==> config.mk <==
export PLATFORM = sky130hd
export DESIGN_NAME = aux_irq_trio
export DESIGN_NICKNAME = d
export VERILOG_FILES = /design/src/rtl/aux_irq_pkg.sv /design/src/rtl/irq_trio_cell.sv /design/src/rtl/irq_reg_pack.sv /design/src/rtl/irq_merge.sv /design/src/rtl/aux_irq_trio.sv
export SDC_FILE = /design/constraint.sdc
export NUM_CORES = 1
export LEC_CHECK = 0
export CORE_MARGIN = 2
export CORE_UTILIZATION = 32
export CTS_BUF_LIST = sky130_fd_sc_hd__clkbuf_8
export DETAILED_ROUTE_END_ITERATION = 8
export PLACE_DENSITY = 0.87
export SLEW_MARGIN = 20
export SYNTH_ARGS = -nofsm -noshare
export SYNTH_HDL_FRONTEND = slang
export SYNTH_SLANG_ARGS = --single-unit
==> constraint.sdc <==
create_clock -name clk -period 2.4 [get_ports clk]
set_input_delay 0.36 -clock clk [delete_from_list [all_inputs] [get_ports clk]]
set_output_delay 0.36 -clock clk [all_outputs]
set_load 0.01 [all_outputs]
==> src/rtl/aux_irq_pkg.sv <==
package aux_irq_pkg;
  localparam int unsigned REG_W = 32;
  localparam int unsigned SRC_N = 6;
  localparam int unsigned ACK_OFS = 1;
  localparam int unsigned EN_OFS  = 2;

  // status bit position of each source; software decodes these positions
  function automatic int unsigned stat_pos(int unsigned s);
    case (s)
      0: return 3;
      1: return 6;
      2: return 9;
      3: return 12;
      4: return 15;
      default: return 27;
    endcase
  endfunction

  // bits at status position + ofs for every source
  function automatic logic [REG_W-1:0] lane_bits(int unsigned ofs);
    logic [REG_W-1:0] m;
    m = '0;
    for (int unsigned s = 0; s < SRC_N; s++) m[stat_pos(s) + ofs] = 1'b1;
    return m;
  endfunction

  // interrupt level: any source both latched and enabled
  function automatic logic irq_level(logic [SRC_N-1:0] st, logic [SRC_N-1:0] en);
    return |(st & en);
  endfunction
endpackage

==> src/rtl/irq_trio_cell.sv <==
module irq_trio_cell (
  input  logic clk,
  input  logic rst_n,
  input  logic evt,
  input  logic wr_en,
  input  logic ack_in,
  input  logic en_in,
  output logic stat_q,
  output logic en_q,
  output logic set_hit,
  output logic ack_hit
);
  assign set_hit = evt;
  assign ack_hit = wr_en & ack_in;

  always_ff @(posedge clk or negedge rst_n) begin
    if (!rst_n) begin
      stat_q <= 1'b0;
      en_q   <= 1'b0;
    end else begin
      if (set_hit)      stat_q <= 1'b1;   // event wins over clear
      else if (ack_hit) stat_q <= 1'b0;
      if (wr_en) en_q <= en_in;
    end
  end
endmodule

==> src/rtl/irq_reg_pack.sv <==
module irq_reg_pack
  import aux_irq_pkg::*;
#(
  parameter int unsigned W = REG_W,
  parameter int unsigned N = SRC_N
) (
  input  logic [N-1:0] stat,
  input  logic [N-1:0] en,
  output logic [W-1:0] rd
);
  always_comb begin
    rd = '0;
    for (int unsigned s = 0; s < N; s++) begin
      rd[stat_pos(s)]          = stat[s];
      rd[stat_pos(s) + EN_OFS] = en[s];
    end
  end
endmodule

==> src/rtl/irq_merge.sv <==
module irq_merge
  import aux_irq_pkg::*;
#(
  parameter int unsigned N = SRC_N
) (
  input  logic [N-1:0] stat,
  input  logic [N-1:0] en,
  output logic         irq,
  output logic         xfer_end
);
  assign irq      = irq_level(stat, en);
  assign xfer_end = |stat;
endmodule

==> src/rtl/aux_irq_trio.sv <==
module aux_irq_trio
  import aux_irq_pkg::*;
#(
  parameter int unsigned W = REG_W,
  parameter int unsigned N = SRC_N
) (
  input  logic         clk,
  input  logic         rst_n,
  input  logic [N-1:0] evt,
  input  logic         wr_en,
  input  logic [W-1:0] wr_data,
  output logic [W-1:0] rd_data,
  output logic         irq,
  output logic         xfer_end
);
  logic [N-1:0] stat_q;
  logic [N-1:0] en_q;
  logic [N-1:0] set_hit;
  logic [N-1:0] ack_hit;

  for (genvar s = 0; s < N; s++) begin : g_src
    localparam int unsigned P = stat_pos(s);
    irq_trio_cell u_cell (
      .clk    (clk),
      .rst_n  (rst_n),
      .evt    (evt[s]),
      .wr_en  (wr_en),
      .ack_in (wr_data[P + ACK_OFS]),
      .en_in  (wr_data[P + EN_OFS]),
      .stat_q (stat_q[s]),
      .en_q   (en_q[s]),
      .set_hit(set_hit[s]),
      .ack_hit(ack_hit[s])
    );
  end

  irq_reg_pack #(.W(W), .N(N)) u_pack (
    .stat(stat_q),
    .en  (en_q),
    .rd  (rd_data)
  );

  irq_merge #(.N(N)) u_merge (
    .stat    (stat_q),
    .en      (en_q),
    .irq     (irq),
    .xfer_end(xfer_end)
  );
endmodule

==> reports/qor.yml <==
run_status:
  run_status: "completed"
pwr:
  ir_drop_v: 0.0002394
  comb_power_share: 0.236
  clockPowerShare: 0.329
  p_int_mw: 0.4089
  p_sw_frac: 0.2447
  power_frac_seq: 0.436
  p_leak_nw: 0.4417
  power_mw: 0.5414
  power_switching_mw: 0.1325
  p_per_area_nw_per_um2: 550.5
worst_setup_path:
  startpoint: "g_src[2].u_cell.stat_q"
  crit_chain: "nor4_1 -> nand2_1 -> clkdlybuf4s50_1"
  reg2reg_from: "g_src[4].u_cell.en_q"
  crit_path_start_kind: "flip-flop"
  arrival_ps: 1560
  critPathRequiredTime_ps: 2040
  critPathMaxFanout: 4
  cpPeakStageDelay_ps: 480
  rrSetupSlack_ps: 1620
  timing.rr.end: "g_src[4].u_cell.en_q"
  crit_slowest_cell: "clkdlybuf4s50_1"
  worstSetupPathType: "reg2out"
  end_kind: "output port"
  r2r_cells: 1
die:
  die_h_um: 52.32
  core_um2: 2212
  start_util: 0.3377
  ioPinCount: 75
  die-area_um2: 2737
  num_rows: 17
  die_w_um: 52.32
grt:
  grt_use_met3: 0.03143
  grt.overflow.total: 0
  busiest_layer: "met2"
  grt_usage: 0.1048
  antenna_found_initial: 0
  met1_usage: 0.1188
  grt_pass1_wl_um: 2007
  met2_usage: 0.1708
  grt_max_degree: 13
  grt_pass1_vias: 454
clock_tree:
  numCtsBuffers: 3
  clk_pin_slew_ps: 50
  cts_setup_buffers: 0
  cts_hold_buf: 0
  post_cts_resized: 0
  clock_path_buffers: 2
  h-tree-depth: 1
  cts_tree: "yes"
  clock_sinks: 12
  cts.root.buffer_cell: "clkbuf_8"
  insertion_delay_ps: 230
layout:
  antenna_cells: 0
  nets: 137
  seq_area_um2: 300.3
  fill_cells: 223
  syn_to_final_growth_pct: 31.66
  multi_input_area_um2: 266.5
  drive_above_1_share: 0.09574
synthesis:
  yosys_warnings: 0
  yosys_register_bits: 12
  synth_area_leaders: "dfrtp_1 40%, buf_4 32%, mux2_4 8.0%, a21o_1 6.0%, nand2_1 3.5%"
  synth_cell_types: 12
  synth_cells: 71
  netlist_area_um2: 747.0
  yosys.area.top_type: "dfrtp_1"
  ys_seq_area_frac: 0.4020
  syn_avg_cell_area_um2: 10.52
  synth_top_area_share: 0.4020
routing:
  drc: 0
  avgRoutedWirePerCell_um: 11.02
  num_vias: 501
  ant_nets: 0
  via_per_inst: 4.107
  drt_iter0_drc: 3
  wirelength_um: 1345
  drtPass1Iterations: 3
placed_design:
  globalplace.congestion: 0.6865
  hpwl_um: 1120
  dp_slack_ps: 679.2
  io_buffers: 34
timing:
  hold_viol: 0
  rsz0062_at_grt: "no"
  min_period_ps: 1919
  finalSetupTns_ps: 0
  relSlewSlack: 0.6334
  timing.fmax_mhz: 521.1
  final_max_slew_viol_count: 0
  holdWs_ps: 481.2
  setup_violations: 0
  worst_pin_slew_ps: 548.2
  fin_ws_ps: 480.9
  fin_crit_sh: 0.7996
  clock_skew_ps: 0
min_path:
  hold_class: "in2async"
job:
  maxCapViolations: 0
==> metal layers <==
layer  vias up  share of wire
met1       237           0.37
met3         2           0.11
met2        35           0.50
met5         -              0
li1        227              -
met4         0          0.013
==> flip-flops by register name (all words and copies together), names as in the netlist <==
name,cells
g_src.u_cell.stat_q,6
g_src.u_cell.en_q,6
==> power by group through the flow <==
stage | combinational (mW) | clock [mW] | sequential, mW
final | 0.128 | 0.178 | 0.236
after global placement | 0.127 | 0 | 0.238
after floorplan | 0.102 | 0 | 0.234
after CTS | 0.129 | 0.188 | 0.236
after detailed placement | 0.129 | 0 | 0.240
after global routing | 0.139 | 0.191 | 0.239
==> worst max-delay path: cells and delay by family, from the launching register on <==
family / cells / cell delay (ps)
flip-flops: 1 / 420
buffers and inverters: 1 / 480
AND/OR/NAND/NOR: 2 / 430
==> how the worst max path moves through the flow <==
stage | endpoint | slack (ps)
6_report | xfer_end | 480
5_1_grt | xfer_end | 390
4_1_cts | xfer_end | 480
3_5_place_dp | g_src[3].u_cell.en_q | 680
3_3_place_gp | g_src[3].u_cell.en_q | 700
2_1_floorplan | xfer_end | 1280
==> through the flow <==
stage,cell area (um^2),cells,utilization
2_1_floorplan,818.3,90,-
3_3_place_gp,942.2,119,0.4259
3_5_place_dp,942.2,119,0.4259
4_1_cts,983.4,122,0.4446
5_1_grt,983.4,122,0.4446
6_report,983.4,122,0.4446
==> cells by family (layout without fill, tap and decap cells) <==
group / after synthesis / in the layout / synth area share
other: 1 / 20 / 0.005020
buffers and inverters: 33 / 37 / 0.3367
DFF: 12 / 12 / 0.4020
and+or+nand+nor: 10 / 10 / 0.05528
AOI/OAI and AO/OA: 9 / 9 / 0.09045
muxes: 6 / 6 / 0.1106
==> layout make-up <==
class                   instances  share of cell area
repair buffers                 34              0.3461
multi-input cells              45              0.2710
clock buffers                   3             0.04198
flip-flops and latches         12              0.3053
well taps                      28             0.03562
==> synth_stat cells <==
| cell type | n |
|---|---|
| nand2_1 | 7 |
| mux2_2 | 2 |
| buf_6 | 1 |
| a22oi_1 | 3 |
| nor4_1 | 1 |
| mux2_4 | 4 |
| buf_4 | 32 |
| dfrtp_1 | 12 |
| nand3_1 | 1 |
| conb_1 | 1 |
| a21o_1 | 6 |
| nor2_1 | 1 |
==> cell usage in the layout, fill, tap and decap left out <==
cell type	netlist	layout
a21o_1	6	6
a22oi_1	3	3
clkbuf_8	0	3
clkdlybuf4s50_1	0	34
conb_1	1	20
dfrtp_1	12	12
mux2_2	2	2
mux2_4	4	4
nand2_1	7	7
nand3_1	1	1
nor2_1	1	1
nor4_1	1	1
(Power assumes the default switching activity.)
